[src/rtl/burst_pkg.sv]
package burst_pkg;

    typedef enum logic [1:0] {
        ST_IDLE  = 2'd0,
        ST_BURST = 2'd1,
        ST_PAGE  = 2'd2
    } gen_state_e;

    localparam logic [2:0] LEN_1    = 3'b000;
    localparam logic [2:0] LEN_2    = 3'b001;
    localparam logic [2:0] LEN_4    = 3'b010;
    localparam logic [2:0] LEN_8    = 3'b011;
    localparam logic [2:0] LEN_PAGE = 3'b111;

endpackage

[src/rtl/blen_decode.sv]
module blen_decode #(
    parameter int COL_W = 8
) (
    input  logic [2:0]       len_code,
    output logic [COL_W-1:0] win_mask,
    output logic             is_page
);
    import burst_pkg::*;

    logic       finite_code;
    logic [1:0] log_len;

    always_comb begin
        is_page     = (len_code == LEN_PAGE);
        finite_code = (len_code[2] == 1'b0);
        log_len     = finite_code ? len_code[1:0] : 2'd0;
    end

    // Window mask: low log2(N) bits set, all bits for full page.
    for (genvar g = 0; g < COL_W; g++) begin : g_mask
        assign win_mask[g] = is_page | (32'(g) < 32'(log_len));
    end

endmodule

[src/rtl/col_order.sv]
module col_order #(
    parameter int COL_W = 8
) (
    input  logic [COL_W-1:0] base_col,
    input  logic [COL_W-1:0] beat_idx,
    input  logic [COL_W-1:0] win_mask,
    input  logic             interleave,
    output logic [COL_W-1:0] col
);
    logic [COL_W-1:0] seq_low;
    logic [COL_W-1:0] xor_low;

    always_comb begin
        seq_low = (base_col + beat_idx) & win_mask;
        xor_low = (base_col ^ beat_idx) & win_mask;
        col     = (base_col & ~win_mask) | (interleave ? xor_low : seq_low);
    end

endmodule

[src/rtl/col_burst_gen.sv]
module col_burst_gen #(
    parameter int COL_W = 8
) (
    input  logic             clk,
    input  logic             rst_n,
    input  logic             start_i,
    input  logic             stop_i,
    input  logic [COL_W-1:0] col_i,
    input  logic [2:0]       len_i,
    input  logic             ilv_i,
    output logic [COL_W-1:0] col_o,
    output logic             beat_vld_o,
    output logic             last_o
);
    import burst_pkg::*;

    gen_state_e       state_q, state_d;
    logic [COL_W-1:0] base_q;
    logic [COL_W-1:0] idx_q;
    logic [COL_W-1:0] mask_q;
    logic             ilv_q;

    logic [COL_W-1:0] dec_mask;
    logic             dec_page;
    logic [COL_W-1:0] ord_col;
    logic             at_end;

    blen_decode #(.COL_W(COL_W)) i_dec (
        .len_code (len_i),
        .win_mask (dec_mask),
        .is_page  (dec_page)
    );

    col_order #(.COL_W(COL_W)) i_ord (
        .base_col   (base_q),
        .beat_idx   (idx_q),
        .win_mask   (mask_q),
        .interleave (ilv_q),
        .col        (ord_col)
    );

    assign at_end = (idx_q == mask_q);

    // Next-state selection: launch, halt, finish, advance.
    always_comb begin
        state_d = state_q;
        if (start_i) begin
            state_d = dec_page ? ST_PAGE : ST_BURST;
        end else if (stop_i) begin
            state_d = ST_IDLE;
        end else begin
            unique case (state_q)
                ST_IDLE:  state_d = ST_IDLE;
                ST_BURST: state_d = at_end ? ST_IDLE : ST_BURST;
                ST_PAGE:  state_d = ST_PAGE;
                default:  state_d = ST_IDLE;
            endcase
        end
    end

    // State register.
    always_ff @(posedge clk) begin
        if (!rst_n) begin
            state_q <= ST_IDLE;
        end else begin
            state_q <= state_d;
        end
    end

    // Burst context capture and beat index.
    always_ff @(posedge clk) begin
        if (!rst_n) begin
            base_q <= '0;
            idx_q  <= '0;
            mask_q <= '0;
            ilv_q  <= 1'b0;
        end else if (start_i) begin
            base_q <= col_i;
            idx_q  <= '0;
            mask_q <= dec_mask;
            ilv_q  <= ilv_i & ~dec_page;
        end else if (state_q != ST_IDLE) begin
            idx_q  <= idx_q + 1'b1;
        end
    end

    // Output process.
    always_comb begin
        col_o      = '0;
        beat_vld_o = 1'b0;
        last_o     = 1'b0;
        unique case (state_q)
            ST_IDLE: begin
                col_o      = '0;
            end
            ST_BURST: begin
                col_o      = ord_col;
                beat_vld_o = 1'b1;
                last_o     = at_end;
            end
            ST_PAGE: begin
                col_o      = ord_col;
                beat_vld_o = 1'b1;
            end
            default: begin
                col_o      = '0;
            end
        endcase
    end


    last_with_valid_chk: assert property (@(posedge clk) disable iff (!rst_n)
        last_o |-> beat_vld_o);


    page_no_last_chk: assert property (@(posedge clk) disable iff (!rst_n)
        (state_q == ST_PAGE) |-> !last_o);


    start_gives_beat_chk: assert property (@(posedge clk) disable iff (!rst_n)
        start_i |=> (beat_vld_o && col_o == $past(col_i)));


    end_after_last_chk: assert property (@(posedge clk) disable iff (!rst_n)
        (last_o && !start_i) |=> !beat_vld_o);


    stop_ends_chk: assert property (@(posedge clk) disable iff (!rst_n)
        (stop_i && !start_i) |=> !beat_vld_o);


    window_fixed_chk: assert property (@(posedge clk) disable iff (!rst_n)
        (beat_vld_o && !start_i && !stop_i && !last_o) |=>
        (beat_vld_o && ((col_o & ~mask_q) == ($past(col_o) & ~$past(mask_q)))));


    page_step_chk: assert property (@(posedge clk) disable iff (!rst_n)
        (state_q == ST_PAGE && !start_i && !stop_i) |=>
        (col_o == COL_W'($past(col_o) + 1'b1)));

endmodule

[config.mk]
export PLATFORM = sky130hd
export DESIGN_NAME = col_burst_gen
export DESIGN_NICKNAME = d
export VERILOG_FILES = /design/src/rtl/burst_pkg.sv /design/src/rtl/blen_decode.sv /design/src/rtl/col_order.sv /design/src/rtl/col_burst_gen.sv
export SDC_FILE = /design/constraint.sdc
export NUM_CORES = 1
export LEC_CHECK = 0
export BUFFER_PORTS_ARGS = -buffer_cell sky130_fd_sc_hd__buf_2
export CORE_ASPECT_RATIO = 0.7
export CORE_MARGIN = 3
export CORE_UTILIZATION = 38
export CTS_CLUSTER_SIZE = 40
export DETAILED_ROUTE_END_ITERATION = 6
export PLACE_DENSITY_LB_ADDON = 0.15
export SKIP_CTS_REPAIR_TIMING = 1
export SYNTH_ARGS = -nofsm -noshare
export SYNTH_HDL_FRONTEND = slang
export SYNTH_SLANG_ARGS = --single-unit
export TNS_END_PERCENT = 10
[constraint.sdc]
create_clock -name clk -period 4.9 [get_ports clk]
set_input_delay 0.245 -clock clk [delete_from_list [all_inputs] [get_ports clk]]
set_output_delay 0.245 -clock clk [all_outputs]
set_load 0.01 [all_outputs]
# Yosys cells after proc, flatten, opt, wreduce, memory -nomap -nowiden
# Index checks and enable logic that the tools add are counted.
[word_totals]
elab_cells = 39
inputBits = 16
regBits = 23
out_inout_bits = 10
[classes]
bitwise_logic = 12
n_eq_ne = 4
n_reduce_logical = 3
n_lt_le_gt_ge = 3
n_addsub = 2
mux = 10
[op_table]
columns = ["operator", "count"]
rows = [
  ["$and 8x8->8", 3],
  ["$mux 8", 2],
  ["$add 8x1->8 const B", 1],
  ["$add 8x8->8", 1],
  ["$eq 8x8->1", 1],
  ["$mux 2", 4],
  ["$not 8->8", 1],
  ["$or 8x8->8", 1],
  ["$xor 8x8->8", 1],
  ["$lt 1x2->1 const A", 2],
  ["$pmux 2 s2", 1],
  ["$reduce_or 2->1", 2],
  ["$eq 3x3->1 const B", 1],
  ["$mux 1", 3],
  ["$or 1x1->1", 3],
  ["$eq 2x1->1 const B", 1],
  ["$eq 2x2->1 const B", 1],
  ["$lt 2x2->1 const A", 1],
  ["$not 1->1", 2],
  ["$reduce_bool 2->1", 1],
  ["$and 1x1->1", 1],
]

# Depth between registers and ports, before layout
[logic_depth]
depth_word = 5
mapped_depth = 7
mapped_depth_nobuf = 7

# Hierarchy
# Synthesis repeated with hierarchy kept, for this count alone.
[unflattened]
hier_cells = 194
area_unflattened_um2 = 1750.4
[by_module_without_submodules]
columns = ["mod", "instances", "cells_per_inst", "seq_area_each_um2", "area_each_um2"]
rows = [
  ["col_burst_gen", 1, 123, 540.5, 1256.2],
  ["col_order", 1, 61, 0.0, 420.4],
  ["blen_decode", 1, 10, 0.0, 73.8],
]

# Least setup slack after synthesis
# Ideal clock, no wire load.
[synth_timing]
path_type = "register to output"
startpoint = "register idx_q[1]"
endpoint = "output port col_o[7]"
arrival_time_ns = 1.814
path_slack_ns = 2.841
path_stages_with_launch = 7
required_ns = 4.655
n_path_buf = 0
path_cell_list = "dfxtp_1 ha_1 a211oi_2 o32ai_2 a31oi_1 mux2i_1 mux2i_1"
[synth_via]
elab_chain_len = 5
[synth_rtl]
columns = ["element", "line_no", "rtl"]
rows = [
  ["start, declared", "col_burst_gen.sv:19", "logic [COL_W-1:0] idx_q;"],
  ["start signal, assigned", "col_burst_gen.sv:83", "idx_q <= idx_q + 1'b1;"],
  ["$add 8x8->8", "col_order.sv:14", "seq_low = (base_col + beat_idx) & win_mask;"],
  ["$and 8x8->8", "col_order.sv:14", ""],
  ["$mux 8", "col_order.sv:16", "col = (base_col & ~win_mask) | (interleave ? xor_low : seq_low);"],
  ["$or 8x8->8", "col_order.sv:16", ""],
  ["$mux 8", "col_burst_gen.sv:92", "unique case (state_q)"],
  ["end, declared", "col_burst_gen.sv:11", "output logic [COL_W-1:0] col_o,"],
]
# No other way between the ends.

# Worst setup path after layout
[layout_timing]
startpoint = "register idx_q[0]"
endpoint = "output port col_o[6]"
# The elaborated chain is that of the path after synthesis.

==> impl_metrics.ini <==
[die]
die-height_um = 58.4
chipWidth_um = 80.9
dieArea_um2 = 4730
num_io_pins = 26
start_util_pct = 40.9
core_area_um2 = 3650
num_rows = 18

[global_routing]
antenna_found_initial = 0
grt_pass1_wl_um = 5410
grt_use_total_pct = 14.8
overflow = 0
grt_max_degree = 23
first_global_vias = 1154

[yosys]
netlist_area_um2 = 1490
syn_nets = 191
synth_ff_type = dfxtp_1
synth_edf_count = 0
yosysWarnings = 0
async_flop_share_pct = 0
yosys_register_bits = 23
syn_avg_cell_area_um2 = 9.16
synth_cells = 163
yosysUniqueCellTypes = 44
yosysSeqAreaShare_pct = 30.8

[power_and_ir_drop]
leakagePower_nw = 0.734
power_uw = 378
vdd_drop_max_mv = 0.186
pwr_density_cell_nw_per_um2 = 225

[timing]
rsz0062_at_grt = no
fin_crit_sh_pct = 52.9
setup_viol = 0
period_needed_ns = 2.59
drv_slew = 0
layout_setup_ws_ns = 2.31
clock_skew_ns = 0.00248
hold_violations = 0
worst_pin_slew_ns = 0.504
max_clock_freq_mhz = 386
slew-limit-headroom_pct = 66.4
setup_tns_ns = 0

[setup_path]
path_class = flip-flop to primary output
start_kind = flip-flop
path_cells = ha_1 > fa_1 > a21o_1 > a21oi_1 > nor3_1 > mux2_2 > o311ai_0 > buf_2
crit_buf_inv = 1
cpMaxStageDelayCell = fa_1
required_ns = 4.66
cp.arrival_ns = 2.35
slowest_delay_ns = 0.40
endpoint_kind = primary output
critPathMaxFanout = 7
critPathTopFamily = adder cells

[clocking]
clk_pin_slew_ns = 0.08
clock_latency_ns = 0.26
numCtsBuffers = 3
clk_path_buf_depth = 2
clockRootBuffer = clkbuf_8
h-tree-depth = 1
clock-sinks = 23
cts_tree = built

[layout]
n_antenna_cell = 0
drive_gt1_share_pct = 18.8
area_growth_syn_to_layout_pct = 12.8
regArea_um2 = 460
final_common_cell = buf_2
fin_area_um2 = 1680
multi_input_area_um2 = 976
n_fill_cell = 382
fin_util_pct = 46.2
final_cell_mix = buf_2, dfxtp_1, nor2_1
fin_nets = 215

[placement]
gp_congestion = 0.745
hpwl_um = 2480
dp_slack_ns = 2.62
placed_area_um2 = 1640
portBuffers = 25

[detailed_routing]
dr.pass1.iters = 4
wl_um = 3250
antenna_left = 0
drt_first_iter_violations = 41
num_vias = 1225
route.detailed.drc = 0
wire_per_inst_um = 13.8
viasPerCell = 5.19

[min_path]
hold_class = primary input to flip-flop

[flow_run]
maxCapViolCount = 0

[run_status]
outcome = completed
-- worst paths after layout --
path                               start                      to  slack, ns  cells after the start
setup / recovery   idx_q[0]$_SDFFE_PP0P_                col_o[6]       2.31                      8
hold / removal                  col_i[4]  base_q[4]$_SDFFE_PN0P_       0.24                      3
setup reg to reg  mask_q[3]$_SDFFE_PN0P_   state_q[0]$_SDFF_PN0_       3.21                      5
hold reg to reg    idx_q[7]$_SDFFE_PP0P_   idx_q[7]$_SDFFE_PP0P_       0.53                      2
-- cell usage after synthesis (2+ instances only) --
master	number	share of area, %
nand3_1	5	1.7
xor2_1	10	5.9
nand2b_1	4	1.7
o21ai_0	3	1.0
xnor2_1	4	2.3
dfxtp_1	23	31
nand4_1	3	1.3
nor2_1	17	4.3
a211oi_1	3	1.5
clkbuf_1	3	0.75
mux2i_1	14	9.4
a21boi_0	5	2.5
inv_1	4	1.0
nor2b_1	10	4.2
ha_1	11	9.2
or2b_1	2	1.0
a21oi_1	9	3.0
nand3b_1	2	1.0
nand2_1	6	1.5
-- routing by layer --
| metal | part of all wire, % | GRT usage [%] |
|---|---|---|
| met1 | 49 | 20.7 |
| met2 | 43 | 23.3 |
| met3 | 5.9 | 3.21 |
| met4 | 1.8 | 3.86 |
| met5 | 0 | 0 |
-- stage by stage --
stage                     std cells  hold WS [ns]
after global routing            236         0.239
after global placement          232         0.502
after floorplan                 163         0.399
final                           236         0.238
after CTS                       236         0.239
after detailed placement        232         0.513
-- power by group --
part,switching [mW],internal (mW)
registers,0.00866,0.194
clock network,0.0622,0.0581
logic,0.0288,0.0266
total,0.0997,0.278
-- cell type report --
| class | instances | share of cell area (%) |
|---|---|---|
| Multi-Input combinational cell | 130 | 57.9 |
| Sequential cell | 23 | 27.3 |
| Inverter | 4 | 0.892 |
| Timing Repair Buffer | 25 | 7.43 |
| Clock buffer | 4 | 2.67 |
| Tap cell | 50 | 3.71 |
-- kinds of logic after synthesis --
family / share of synthesized area (%)
buf+inv: 3.77
fa+ha+maj: 10.6
compound gates: 14.8
simple gates: 21.6
xor+xnor: 8.21
flops: 30.8
mux: 10.1
-- flip-flops by register name (all words and copies together) (netlist names) --
name and cells:
idx_q 8, ilv_q 1, state_q 2, mask_q 4, base_q 8
-- worst register-to-register path, delay by kind of cell (launching register included) --
kind / cells / cell delay (ns)
and+or+nand+nor: 2 / 0.62
AOI/OAI and AO/OA: 3 / 0.50
DFF: 1 / 0.47
Note: power is estimated with default switching activity, not from simulation.
